**src/rtl/extbus_pkg.sv**
```systemverilog
// Package: shared sizes, the per-select timing record and configuration
// field codes for the external bus controller.
package extbus_pkg;

    localparam int NUM_CS     = 6;
    localparam int CS_W       = 3;
    localparam int ADDR_W     = 9;
    localparam int DATA_W     = 16;
    localparam int PAGE_OFS_W = 4;
    localparam int WAIT_W     = 4;
    localparam int DELTA_W    = 8;
    localparam int CNT_W      = DELTA_W;

    // Timing set of one chip select
    typedef struct packed {
        logic [WAIT_W-1:0]  rd_wait;
        logic [WAIT_W-1:0]  wr_wait;
        logic [WAIT_W-1:0]  wr_hold;
        logic [WAIT_W-1:0]  recov;
        logic [DELTA_W-1:0] rd_delta;
        logic [DELTA_W-1:0] wr_delta;
    } timing_t;

    // Field select codes of the configuration port
    typedef enum logic [2:0] {
        FLD_RD_WAIT  = 3'd0,
        FLD_WR_WAIT  = 3'd1,
        FLD_WR_HOLD  = 3'd2,
        FLD_RECOV    = 3'd3,
        FLD_RD_DELTA = 3'd4,
        FLD_WR_DELTA = 3'd5
    } cfg_field_e;

    // Bus sequencer phases
    typedef enum logic [2:0] {
        PH_IDLE,
        PH_REC,
        PH_LAT,
        PH_STRB,
        PH_HOLD,
        PH_DONE
    } phase_e;

endpackage

```
**src/rtl/extbus_cfg_regs.sv**
```systemverilog
// Module: extbus_cfg_regs
// Holds one timing record per chip select and loads single fields from the
// configuration write port. Assumes field codes from extbus_pkg; unknown
// codes and out-of-range select indices change nothing.
module extbus_cfg_regs
    import extbus_pkg::*;
#(
    parameter int N_CS  = NUM_CS,
    parameter int IDX_W = CS_W
) (
    input  logic                     clk,
    input  logic                     rst_n,
    input  logic                     cfg_we,
    input  logic [IDX_W-1:0]         cfg_cs,
    input  logic [2:0]               cfg_field,
    input  logic [DELTA_W-1:0]       cfg_data,
    output timing_t [N_CS-1:0]       timing_q
);

    for (genvar g = 0; g < N_CS; g++) begin : g_slot
        timing_t slot_q;
        logic    hit;

        assign hit         = cfg_we && (cfg_cs == IDX_W'(g));
        assign timing_q[g] = slot_q;

        // Load the addressed field of this select's timing record
        always_ff @(posedge clk) begin
            if (!rst_n) begin
                slot_q <= '0;
            end else if (hit) begin
                case (cfg_field)
                    FLD_RD_WAIT:  slot_q.rd_wait  <= cfg_data[WAIT_W-1:0];
                    FLD_WR_WAIT:  slot_q.wr_wait  <= cfg_data[WAIT_W-1:0];
                    FLD_WR_HOLD:  slot_q.wr_hold  <= cfg_data[WAIT_W-1:0];
                    FLD_RECOV:    slot_q.recov    <= cfg_data[WAIT_W-1:0];
                    FLD_RD_DELTA: slot_q.rd_delta <= cfg_data;
                    FLD_WR_DELTA: slot_q.wr_delta <= cfg_data;
                    default:      slot_q          <= slot_q;
                endcase
            end
        end
    end

endmodule

```
**src/rtl/extbus_page_track.sv**
```systemverilog
// Module: extbus_page_track
// Remembers the select, page and direction of the last accepted access and
// classifies the incoming request: recovery needed, and new page or not.
// Assumes accept pulses once per transfer, when the request is taken.
module extbus_page_track
    import extbus_pkg::*;
#(
    parameter int IDX_W = CS_W,
    parameter int A_W   = ADDR_W,
    parameter int OFS_W = PAGE_OFS_W
) (
    input  logic             clk,
    input  logic             rst_n,
    input  logic             accept,
    input  logic [IDX_W-1:0] req_cs,
    input  logic [A_W-1:0]   req_addr,
    input  logic             req_write,
    output logic             need_rec,
    output logic             new_page,
    output logic [IDX_W-1:0] prev_cs
);

    localparam int PAGE_W = A_W - OFS_W;

    logic              prev_vld_q;
    logic              prev_rd_q;
    logic [IDX_W-1:0]  prev_cs_q;
    logic [PAGE_W-1:0] prev_page_q;
    logic              cs_change;
    logic              page_change;

    // Record the history of the access being accepted
    always_ff @(posedge clk) begin
        if (!rst_n) begin
            prev_vld_q  <= 1'b0;
            prev_rd_q   <= 1'b0;
            prev_cs_q   <= '0;
            prev_page_q <= '0;
        end else if (accept) begin
            prev_vld_q  <= 1'b1;
            prev_rd_q   <= !req_write;
            prev_cs_q   <= req_cs;
            prev_page_q <= req_addr[A_W-1:OFS_W];
        end
    end

    // Classify the pending request against that history
    always_comb begin
        cs_change   = req_cs != prev_cs_q;
        page_change = req_addr[A_W-1:OFS_W] != prev_page_q;
        need_rec    = prev_vld_q && prev_rd_q && (cs_change || req_write);
        new_page    = !prev_vld_q || cs_change || page_change || need_rec;
    end

    assign prev_cs = prev_cs_q;

endmodule

```
**src/rtl/extbus_seq.sv**
```systemverilog
// Module: extbus_seq
// Runs one bus transfer through the phases recovery, latency, strobe, hold
// and done, using counts captured at start. Drives all bus pins from
// registered state. Assumes start is only raised while idle is high.
module extbus_seq
    import extbus_pkg::*;
#(
    parameter int N_CS  = NUM_CS,
    parameter int IDX_W = CS_W,
    parameter int A_W   = ADDR_W,
    parameter int D_W   = DATA_W
) (
    input  logic               clk,
    input  logic               rst_n,
    input  logic               start,
    input  logic               st_write,
    input  logic [IDX_W-1:0]   st_cs,
    input  logic [A_W-1:0]     st_addr,
    input  logic [D_W-1:0]     st_wdata,
    input  logic [WAIT_W-1:0]  st_wait,
    input  logic [WAIT_W-1:0]  st_hold,
    input  logic [DELTA_W-1:0] st_lat,
    input  logic               st_rec_en,
    input  logic [WAIT_W-1:0]  st_rec,
    output logic               idle,
    output logic               ack,
    output logic [D_W-1:0]     rdata,
    output logic [N_CS-1:0]    bus_cs_n,
    output logic [A_W-1:0]     bus_addr,
    output logic [D_W-1:0]     bus_dout,
    output logic               bus_dout_en,
    input  logic [D_W-1:0]     bus_din,
    output logic               bus_oe_n,
    output logic               bus_we_n
);

    phase_e             ph_q;
    logic [CNT_W-1:0]   cnt_q;
    logic               s_write;
    logic [IDX_W-1:0]   s_cs;
    logic [A_W-1:0]     s_addr;
    logic [D_W-1:0]     s_wdata;
    logic [WAIT_W-1:0]  s_wait;
    logic [WAIT_W-1:0]  s_hold;
    logic [DELTA_W-1:0] s_lat;
    logic [CNT_W-1:0]   rec_first;
    logic               cs_active;
    logic               last_cnt;

    // First recovery count: a programmed 0 still yields one cycle
    always_comb begin
        rec_first = (st_rec == '0) ? '0 : CNT_W'(st_rec - 1'b1);
        last_cnt  = cnt_q == '0;
    end

    // Phase sequencing, counters and request capture
    always_ff @(posedge clk) begin
        if (!rst_n) begin
            ph_q    <= PH_IDLE;
            cnt_q   <= '0;
            s_write <= 1'b0;
            s_cs    <= '0;
            s_addr  <= '0;
            s_wdata <= '0;
            s_wait  <= '0;
            s_hold  <= '0;
            s_lat   <= '0;
            rdata   <= '0;
        end else begin
            case (ph_q)
                PH_IDLE: if (start) begin
                    s_write <= st_write;
                    s_cs    <= st_cs;
                    s_addr  <= st_addr;
                    s_wdata <= st_wdata;
                    s_wait  <= st_wait;
                    s_hold  <= st_hold;
                    s_lat   <= st_lat;
                    if (st_rec_en) begin
                        ph_q  <= PH_REC;
                        cnt_q <= rec_first;
                    end else if (st_lat != '0) begin
                        ph_q  <= PH_LAT;
                        cnt_q <= CNT_W'(st_lat - 1'b1);
                    end else begin
                        ph_q  <= PH_STRB;
                        cnt_q <= CNT_W'(st_wait);
                    end
                end
                PH_REC: if (last_cnt) begin
                    if (s_lat != '0) begin
                        ph_q  <= PH_LAT;
                        cnt_q <= CNT_W'(s_lat - 1'b1);
                    end else begin
                        ph_q  <= PH_STRB;
                        cnt_q <= CNT_W'(s_wait);
                    end
                end else begin
                    cnt_q <= cnt_q - 1'b1;
                end
                PH_LAT: if (last_cnt) begin
                    ph_q  <= PH_STRB;
                    cnt_q <= CNT_W'(s_wait);
                end else begin
                    cnt_q <= cnt_q - 1'b1;
                end
                PH_STRB: begin
                    if (!s_write && last_cnt) rdata <= bus_din;
                    if (last_cnt) begin
                        ph_q  <= s_write ? PH_HOLD : PH_DONE;
                        cnt_q <= CNT_W'(s_hold);
                    end else begin
                        cnt_q <= cnt_q - 1'b1;
                    end
                end
                PH_HOLD: if (last_cnt) begin
                    ph_q <= PH_DONE;
                end else begin
                    cnt_q <= cnt_q - 1'b1;
                end
                PH_DONE: ph_q <= PH_IDLE;
                default: ph_q <= PH_IDLE;
            endcase
        end
    end

    // Pin decode from the registered phase
    always_comb begin
        cs_active   = (ph_q == PH_LAT) || (ph_q == PH_STRB) || (ph_q == PH_HOLD);
        bus_oe_n    = !((ph_q == PH_STRB) && !s_write);
        bus_we_n    = !((ph_q == PH_STRB) && s_write);
        bus_dout_en = s_write && ((ph_q == PH_STRB) || (ph_q == PH_HOLD));
        idle        = ph_q == PH_IDLE;
        ack         = ph_q == PH_DONE;
        bus_addr    = s_addr;
        bus_dout    = s_wdata;
    end

    for (genvar g = 0; g < N_CS; g++) begin : g_csn
        assign bus_cs_n[g] = !(cs_active && (s_cs == IDX_W'(g)));
    end


    one_cs_chk: assert property (@(posedge clk) disable iff (!rst_n)
        $onehot0(~bus_cs_n));

    strobe_excl_chk: assert property (@(posedge clk) disable iff (!rst_n)
        !(!bus_oe_n && !bus_we_n));

    no_contention_chk: assert property (@(posedge clk) disable iff (!rst_n)
        !bus_oe_n |-> !bus_dout_en);

    drive_at_we_chk: assert property (@(posedge clk) disable iff (!rst_n)
        !bus_we_n |-> bus_dout_en);

    hold_after_we_chk: assert property (@(posedge clk) disable iff (!rst_n)
        $rose(bus_we_n) |-> !(&bus_cs_n));

    ack_pulse_chk: assert property (@(posedge clk) disable iff (!rst_n)
        ack |=> !ack);

    ack_after_cs_chk: assert property (@(posedge clk) disable iff (!rst_n)
        ack |-> ((&bus_cs_n) && !$past(&bus_cs_n)));

endmodule

```
**src/rtl/extbus_ctrl.sv**
```systemverilog
// Module: extbus_ctrl (top)
// Asynchronous external memory bus controller with per-select timing.
// Accepts a request while idle, classifies it against the previous access,
// snapshots the target select's timing, and hands it to the sequencer.
// Assumes req_cs < N_CS and that request fields are held until req_ack.
module extbus_ctrl
    import extbus_pkg::*;
#(
    parameter int N_CS  = NUM_CS,
    parameter int IDX_W = CS_W,
    parameter int A_W   = ADDR_W,
    parameter int D_W   = DATA_W
) (
    input  logic               clk,
    input  logic               rst_n,
    input  logic               req_valid,
    input  logic               req_write,
    input  logic [IDX_W-1:0]   req_cs,
    input  logic [A_W-1:0]     req_addr,
    input  logic [D_W-1:0]     req_wdata,
    output logic               req_ack,
    output logic [D_W-1:0]     rsp_rdata,
    input  logic               cfg_we,
    input  logic [IDX_W-1:0]   cfg_cs,
    input  logic [2:0]         cfg_field,
    input  logic [DELTA_W-1:0] cfg_data,
    output logic [N_CS-1:0]    bus_cs_n,
    output logic [A_W-1:0]     bus_addr,
    output logic [D_W-1:0]     bus_dout,
    output logic               bus_dout_en,
    input  logic [D_W-1:0]     bus_din,
    output logic               bus_oe_n,
    output logic               bus_we_n
);

    timing_t [N_CS-1:0] timing_q;
    timing_t            tgt_t;
    timing_t            prv_t;
    logic               seq_idle;
    logic               accept;
    logic               need_rec;
    logic               new_page;
    logic [IDX_W-1:0]   prev_cs;
    logic [WAIT_W-1:0]  sel_wait;
    logic [DELTA_W-1:0] sel_lat;

    extbus_cfg_regs #(.N_CS(N_CS), .IDX_W(IDX_W)) cfg_i (
        .clk       (clk),
        .rst_n     (rst_n),
        .cfg_we    (cfg_we),
        .cfg_cs    (cfg_cs),
        .cfg_field (cfg_field),
        .cfg_data  (cfg_data),
        .timing_q  (timing_q)
    );

    extbus_page_track #(.IDX_W(IDX_W), .A_W(A_W), .OFS_W(PAGE_OFS_W)) trk_i (
        .clk       (clk),
        .rst_n     (rst_n),
        .accept    (accept),
        .req_cs    (req_cs),
        .req_addr  (req_addr),
        .req_write (req_write),
        .need_rec  (need_rec),
        .new_page  (new_page),
        .prev_cs   (prev_cs)
    );

    // Select the timing of the target and of the previous select
    always_comb begin
        accept   = req_valid && seq_idle;
        tgt_t    = timing_q[req_cs];
        prv_t    = timing_q[prev_cs];
        sel_wait = req_write ? tgt_t.wr_wait : tgt_t.rd_wait;
        sel_lat  = !new_page ? '0 : (req_write ? tgt_t.wr_delta : tgt_t.rd_delta);
    end

    extbus_seq #(.N_CS(N_CS), .IDX_W(IDX_W), .A_W(A_W), .D_W(D_W)) seq_i (
        .clk         (clk),
        .rst_n       (rst_n),
        .start       (accept),
        .st_write    (req_write),
        .st_cs       (req_cs),
        .st_addr     (req_addr),
        .st_wdata    (req_wdata),
        .st_wait     (sel_wait),
        .st_hold     (tgt_t.wr_hold),
        .st_lat      (sel_lat),
        .st_rec_en   (need_rec),
        .st_rec      (prv_t.recov),
        .idle        (seq_idle),
        .ack         (req_ack),
        .rdata       (rsp_rdata),
        .bus_cs_n    (bus_cs_n),
        .bus_addr    (bus_addr),
        .bus_dout    (bus_dout),
        .bus_dout_en (bus_dout_en),
        .bus_din     (bus_din),
        .bus_oe_n    (bus_oe_n),
        .bus_we_n    (bus_we_n)
    );


    idle_pins_chk: assert property (@(posedge clk) disable iff (!rst_n)
        seq_idle |-> ((&bus_cs_n) && bus_oe_n && bus_we_n && !bus_dout_en));

    addr_hold_chk: assert property (@(posedge clk) disable iff (!rst_n)
        (!(&bus_cs_n) && !(&$past(bus_cs_n))) |-> $stable(bus_addr));

endmodule

```
**config.mk**
```make
export PLATFORM = sky130hd
export DESIGN_NAME = extbus_ctrl
export DESIGN_NICKNAME = d
export VERILOG_FILES = /design/src/rtl/extbus_pkg.sv /design/src/rtl/extbus_cfg_regs.sv /design/src/rtl/extbus_page_track.sv /design/src/rtl/extbus_seq.sv /design/src/rtl/extbus_ctrl.sv
export SDC_FILE = /design/constraint.sdc
export NUM_CORES = 1
export LEC_CHECK = 0
export BUFFER_PORTS_ARGS = -buffer_cell sky130_fd_sc_hd__buf_4
export CAP_MARGIN = 20
export CORE_MARGIN = 10
export CORE_UTILIZATION = 50
export CTS_CLUSTER_DIAMETER = 100
export CTS_CLUSTER_SIZE = 24
export DETAILED_ROUTE_END_ITERATION = 10
export PLACE_DENSITY = 0.66
export SKIP_CTS_REPAIR_TIMING = 1
export SLEW_MARGIN = 25
export SYNTH_ARGS = -nofsm -noshare
export SYNTH_HDL_FRONTEND = slang
export SYNTH_SLANG_ARGS = --single-unit
export TNS_END_PERCENT = 100
```
**constraint.sdc**
```tcl
create_clock -name clk -period 5.76 [get_ports clk]
set_clock_uncertainty 0.1 [all_clocks]
set_input_delay 1.152 -clock clk [delete_from_list [all_inputs] [get_ports clk]]
set_output_delay 1.152 -clock clk [all_outputs]
set_load 0.05 [all_outputs]
```
==> results of run 1 <==
[cell usage after synthesis, drive strengths merged, types with 2 or more instances]
library cell / number
a21boi: 2
a21oi: 246
a221oi: 11
a22oi: 11
a311oi: 2
a31oi: 3
a32o: 2
and2: 6
and3: 3
and4: 2
buf: 21
clkbuf: 109
dfxtp: 266
ha: 5
inv: 16
mux2: 6
mux2i: 50
mux4: 36
nand2: 330
nand2b: 17
nand3: 177
nand3b: 3
nor2: 68
nor2b: 4
nor3: 14
nor3b: 5
nor4: 5
o2111ai: 3
o211ai: 3
o21ai: 26
o221ai: 5
o22ai: 3
o31ai: 4
o32ai: 3
o41ai: 3
or2: 5
or3: 6
xnor2: 10
xor2: 11
[where the power goes]
| group | internal (mW) | switching (mW) |
|---|---|---|
| Combinational | 0.365 | 0.728 |
| Clock | 0.485 | 0.629 |
| Sequential | 1.93 | 0.109 |
| Total | 2.78 | 1.47 |
[through the flow]
step	cells	power, mW
6_report	1865	4.24
3_3_place_gp	1847	3.15
5_1_grt	1865	4.44
3_5_place_dp	1847	3.16
2_1_floorplan	1521	2.85
4_1_cts	1865	4.26
[sequential cells by signal (all words and copies together) (netlist names), 4 cells and up]
| register | cells |
|---|---|
| trk_i.prev_page_q | 5 |
| seq_i.s_wait | 4 |
| seq_i.rdata | 16 |
| seq_i.s_lat | 8 |
| seq_i.bus_dout | 16 |
| cfg_i.timing_q | 192 |
| seq_i.s_hold | 4 |
| seq_i.bus_addr | 4 |
| seq_i.cnt_q | 8 |
[metal layers]
metal | vias to the layer above | global-route usage, % | wire, um
li1 | 5335 | - | -
met1 | 5164 | 31.5 | 16200
met2 | 402 | 32.9 | 15400
met3 | 33 | 3.20 | 2570
met4 | 0 | 3.61 | 467
met5 | - | 0 | 0
[critical path: stages]
cell and delay [ns]:
buf_4 0.25, a21bo_2 0.25, nor4_1 0.51, and3_1 0.47, or2_2 0.21, ha_1 0.15, inv_1 0.09, a221oi_1 0.23
a41oi_1 0.26, or2_1 0.40, o211ai_1 0.22, a221oi_1 0.11
[layout make-up]
class	count	share of cell area [%]
repair buffers	132	7.25
clock inverters	3	0.247
multi-input cells	1108	47.3
well taps	324	2.97
clock buffers	15	2.75
inverters	17	0.503
flip-flops and latches	266	38.9
[worst max-delay path by stage]
stage | start | to
floorplan | req_cs[0] | seq_i.ph_q[0]
global placement | req_write | seq_i.cnt_q[2]
detailed placement | req_write | seq_i.cnt_q[2]
CTS | req_write | seq_i.cnt_q[2]
global route | req_write | seq_i.cnt_q[2]
finish | req_write | seq_i.cnt_q[2]
[cell families after synthesis]
group,Yosys count,share of synthesized area [%]
buffers and inverters,147,4.70
AO/OA/AOI/OAI,340,15.6
XOR/XNOR,21,1.49
multiplexers,92,11.2
adder cells (fa/ha/maj),5,0.508
flip-flops,266,43.2
AND/OR/NAND/NOR,650,23.3
==> flow_metrics.py, run 1 <==
metrics = {
    "synth": {
        "synth_cell_types": 67,
        "synthFlopType": "dfxtp_1",
        "syn_nets": 1589,
        "ys_warn_count": 0,
        "ys_ff_latch": 266,
        "synth_top_area_share_pct": 43.2,
        "async_flop_share_pct": 0,
        "synth_edf_count": 0,
        "synth_top_cell_by_area": "dfxtp_1",
        "synth_area_mm2": 0.0123,
        "synthCells": 1521,
        "synthTopCellsByArea": "dfxtp_1, nand2_1, a21oi_1",
        "postSynthAreaPerCell_um2": 8.10,
        "ys_seq_area_share_pct": 43.2,
    },
    "die": {
        "fp-row-count": 57,
        "initial_core_util_pct": 50.8,
        "die_h_um": 177,
        "die_area_mm2": 0.0313,
        "io_pins": 114,
        "coreArea_mm2": 0.0242,
        "fp.dieW_um": 177,
    },
    "global_route": {
        "grt_pass1_vias": 10049,
        "grt_pass1_wl_mm": 55.6,
        "grtUsageTotal_pct": 21.4,
        "grt_max_degree": 135,
        "overflow": 0,
        "antenna_found_initial": 0,
    },
    "routing": {
        "drtPass1Iterations": 5,
        "vias_per_cell": 5.86,
        "vias": 10934,
        "routed_wl_mm": 34.6,
        "drt_iter0_markers": 1273,
        "ant_nets": 0,
        "drcViolationCount": 0,
        "wire_per_inst_um": 18.6,
    },
    "final_layout": {
        "post-route-util_pct": 56.4,
        "multi_input_comb_area_mm2": 0.00647,
        "stdcell_area_mm2": 0.0137,
        "n_fill_cell": 2316,
        "final_common_cell": "nand2_1",
        "fin_nets": 1608,
        "final-seq-area_mm2": 0.00533,
        "area_delta_synth_final_pct": 11.0,
        "mostFrequentLayoutCells": "nand2_1, dfxtp_1, a21oi_1",
        "diodes": 0,
        "drive_gt1_share_pct": 14.0,
    },
    "critical_path": {
        "worst_setup_path_start_kind": "input pin",
        "reg2reg_from": "seq_i.s_cs[0]",
        "r2r_end": "seq_i.cnt_q[2]",
        "crit_path_end_kind": "flip-flop",
        "criticalPathCategory": "input pin to flip-flop",
        "reg2reg_depth": 11,
        "required_ns": 6.00,
        "worst-path-max-fanout": 30,
        "arrival_ns": 4.32,
        "r2r_slack_ns": 2.17,
    },
    "sta": {
        "fmax_mhz": 245,
        "report.final.slew_viol_count": 0,
        "rsz0062_at_grt": "false",
        "relSlewSlack_pct": 24.6,
        "setup_tns_ns": 0,
        "timing.final.ws_setup_ns": 1.68,
        "period_share_pct": 70.8,
        "worst_hold_slack_ns": 0.357,
        "finalSetupViolCount": 0,
        "worstMarginPinSlew_ns": 1.12,
        "min_period_ns": 4.08,
        "hold_violations": 0,
    },
    "cts": {
        "cts_buffer_depth": 3,
        "clock_sinks": 266,
        "cts_made_buffers": 15,
        "cts_tree": "yes",
        "htree_levels": 1,
        "cts_root_buf": "clkbuf_16",
        "clk_latency_ns": 0.50,
        "path_clk_slew_ns": 0.11,
    },
    "run_status": {
        "outcome": "completed",
    },
    "min_path": {
        "hold_depth": 2,
        "hp-class": "flip-flop to flip-flop",
        "min_to": "seq_i.rdata[7]",
        "hp-start": "seq_i.rdata[7]",
    },
    "power_and_ir_drop": {
        "power_density_mw_per_mm2": 310,
        "ir_worst_vdd_mv": 0.214,
        "leakage_nw": 4.61,
    },
    "placement": {
        "port_buffers": 113,
        "gp_congestion": 0.905,
        "pre_cts_ws_ns": 1.20,
        "place_area_mm2": 0.0133,
        "hpwl_mm": 22.7,
    },
    "job": {
        "cap_violations": 0,
    },
}
Power figures use the tool's default switching activity.
==> inputs of run 2 (changes only) <==
--- a/config.mk
+++ b/config.mk
@@ -12,7 +12,7 @@
 export CTS_CLUSTER_DIAMETER = 100
 export CTS_CLUSTER_SIZE = 24
 export DETAILED_ROUTE_END_ITERATION = 10
-export PLACE_DENSITY = 0.66
+export PLACE_DENSITY = 0.69
 export SKIP_CTS_REPAIR_TIMING = 1
 export SLEW_MARGIN = 25
 export SYNTH_ARGS = -nofsm -noshare
==> constraint.sdc (replaced) <==
create_clock -name clk -period 3.5 [get_ports clk]
set_clock_uncertainty 0.1 [all_clocks]
set_input_delay 0.7 -clock clk [delete_from_list [all_inputs] [get_ports clk]]
set_output_delay 0.7 -clock clk [all_outputs]
set_load 0.05 [all_outputs]
==> run 2 against run 1 <==
Net effect: cell area grew 2.8%; global-route usage shrank 0.097 points; sequential cell count is the same; via count grew 1.8%; combinational power grew 74%; final cell count grew 1.8%; critical path depth shrank 6; worst hold slack lost 0.0019 ns; setup slack lost 1.4 ns; sequential share of layout area shrank 1.1 points; critical path type is now flip-flop to primary output; highest routed layer unchanged.
==> flow_metrics.py, run 2 (same netlist as run 1, synthesis figures left out) <==
metrics = {
    "routing": {
        "wire_per_inst_um": 18.3,
        "ant_nets": 0,
        "wl_met2_mm": 16.3,
        "drt_iter0_markers": 1190,
        "routed_wl_mm": 34.7,
        "wl_met1_mm": 15.6,
        "vias": 11133,
        "route.met3.wl_mm": 2.28,
        "vias_per_cell": 5.87,
        "routed.top_layer": "met4",
        "drtPass1Iterations": 5,
        "drcViolationCount": 0,
    },
    "sta": {
        "worst_hold_slack_ns": 0.355,
        "relSlewSlack_pct": 39.0,
        "hold_violations": 0,
        "report.final.slew_viol_count": 0,
        "worstMarginPinSlew_ns": 0.912,
        "min_period_ns": 3.23,
        "fmax_mhz": 310,
        "rsz0062_at_grt": "false",
        "timing.final.ws_setup_ns": 0.272,
        "finalSetupViolCount": 0,
        "setup_tns_ns": 0,
        "period_share_pct": 92.2,
    },
    "final_layout": {
        "stdcell_area_mm2": 0.0141,
        "largest_reg_flops": 192,
        "final_common_cell": "nand2_1",
        "mostFrequentLayoutCells": "nand2_1, dfxtp_1, a21oi_1",
        "stdcell_count": 1898,
        "diodes": 0,
        "area_delta_synth_final_pct": 14.1,
        "drive_gt1_share_pct": 16.0,
        "fin_nets": 1641,
        "post-route-util_pct": 58.0,
    },
    "power_and_ir_drop": {
        "power_mw": 7.19,
        "leakage_nw": 4.83,
        "power_density_mw_per_mm2": 511,
        "ir_worst_vdd_mv": 0.433,
    },
    "critical_path": {
        "crit_start": "seq_i.ph_q[0]",
        "arrival_ns": 2.43,
        "r2r_end": "seq_i.cnt_q[2]",
        "criticalPathCategory": "flip-flop to primary output",
        "r2r_slack_ns": 0.47,
        "worst_setup_path_start_kind": "flip-flop",
        "slowest_delay_ns": 0.51,
        "required_ns": 2.70,
        "reg2reg_from": "seq_i.cnt_q[0]",
        "crit_path_end_kind": "primary output",
        "reg2reg_depth": 8,
        "critPathSlowestCell": "nor2_1",
        "path_cells": "nor2_1 -> nand2_1 -> o21ai_0 -> and2_1 -> nand3_1 -> buf_4",
        "worst-path-max-fanout": 14,
    },
    "global_route": {
        "grt_pass1_vias": 10447,
        "grt_pass1_wl_mm": 56.0,
        "overflow": 0,
        "antenna_found_initial": 0,
        "grt_max_degree": 83,
        "grtUsageTotal_pct": 21.3,
    },
    "min_path": {
        "min_to": "seq_i.bus_dout[14]",
        "hp-start": "req_wdata[14]",
        "hp-class": "input pin to flip-flop",
        "hold_depth": 3,
    },
    "cts": {
        "clk_latency_ns": 0.50,
        "clock_sinks": 266,
        "path_clk_slew_ns": 0.09,
        "cts_made_buffers": 15,
        "htree_levels": 1,
        "cts_root_buf": "clkbuf_16",
        "cts_tree": "yes",
        "cts_buffer_depth": 3,
    },
    "die": {
        "die_area_mm2": 0.0313,
        "coreArea_mm2": 0.0242,
        "initial_core_util_pct": 50.8,
        "io_pins": 114,
        "fp.dieW_um": 177,
        "fp-row-count": 57,
        "die_h_um": 177,
    },
    "placement": {
        "pre_cts_ws_ns": 0.0187,
        "place_area_mm2": 0.0136,
        "dp_cells": 1880,
        "gp_congestion": 0.884,
        "hpwl_mm": 23.4,
        "port_buffers": 113,
    },
    "run_status": {
        "outcome": "completed",
    },
    "job": {
        "cap_violations": 0,
    },
}
[run 2: cell count changes in the layout (fill, tap and decap cells not counted), sizes merged]
cell | previous run | this run
buf | 132 | 165
bufinv | 0 | 2
inv | 18 | 16
[run 2: worst max-delay path by stage]
stage | to | slack, ns | cells past startpoint
global route | bus_cs_n[3] | 0.13 | 6
CTS | bus_cs_n[3] | 0.30 | 6
global placement | seq_i.cnt_q[4] | 0.11 | 9
finish | bus_cs_n[3] | 0.27 | 6
floorplan | seq_i.cnt_q[2] | 0.02 | 15
detailed placement | seq_i.cnt_q[2] | 0.02 | 12
[run 2: power by group]
part / total (mW) / switching, mW / leakage [nW] / internal, mW
sequential: 3.33 / 0.156 / 2.15 / 3.17
combinational: 1.90 / 1.22 / 2.46 / 0.679
clock: 1.96 / 1.02 / 0.220 / 0.937
total: 7.19 / 2.40 / 4.83 / 4.79
[run 2: final cells by class]
cell class	count	area, um^2
fillers	2250	10200
clock inverters	3	76.3
repair buffers	165	1300
clock buffers	15	375
multi-input cells	1108	6500
well taps	324	405
inverters	17	68.8
flip-flops and latches	266	5330
[run 2: layer usage]
layer	vias to the layer above	GRT usage (%)
met5	-	0
met4	0	4.27
met3	39	3.20
met2	373	34.6
met1	5317	29.5
li1	5404	-
[run 2: worst max-delay path, delay by kind of cell, from the launching register on]
family	cells	cell delay (ns)
AO/OA/AOI/OAI	1	0.20
buffers and inverters	1	0.20
flip-flops	1	0.46
AND/OR/NAND/NOR	4	1.09
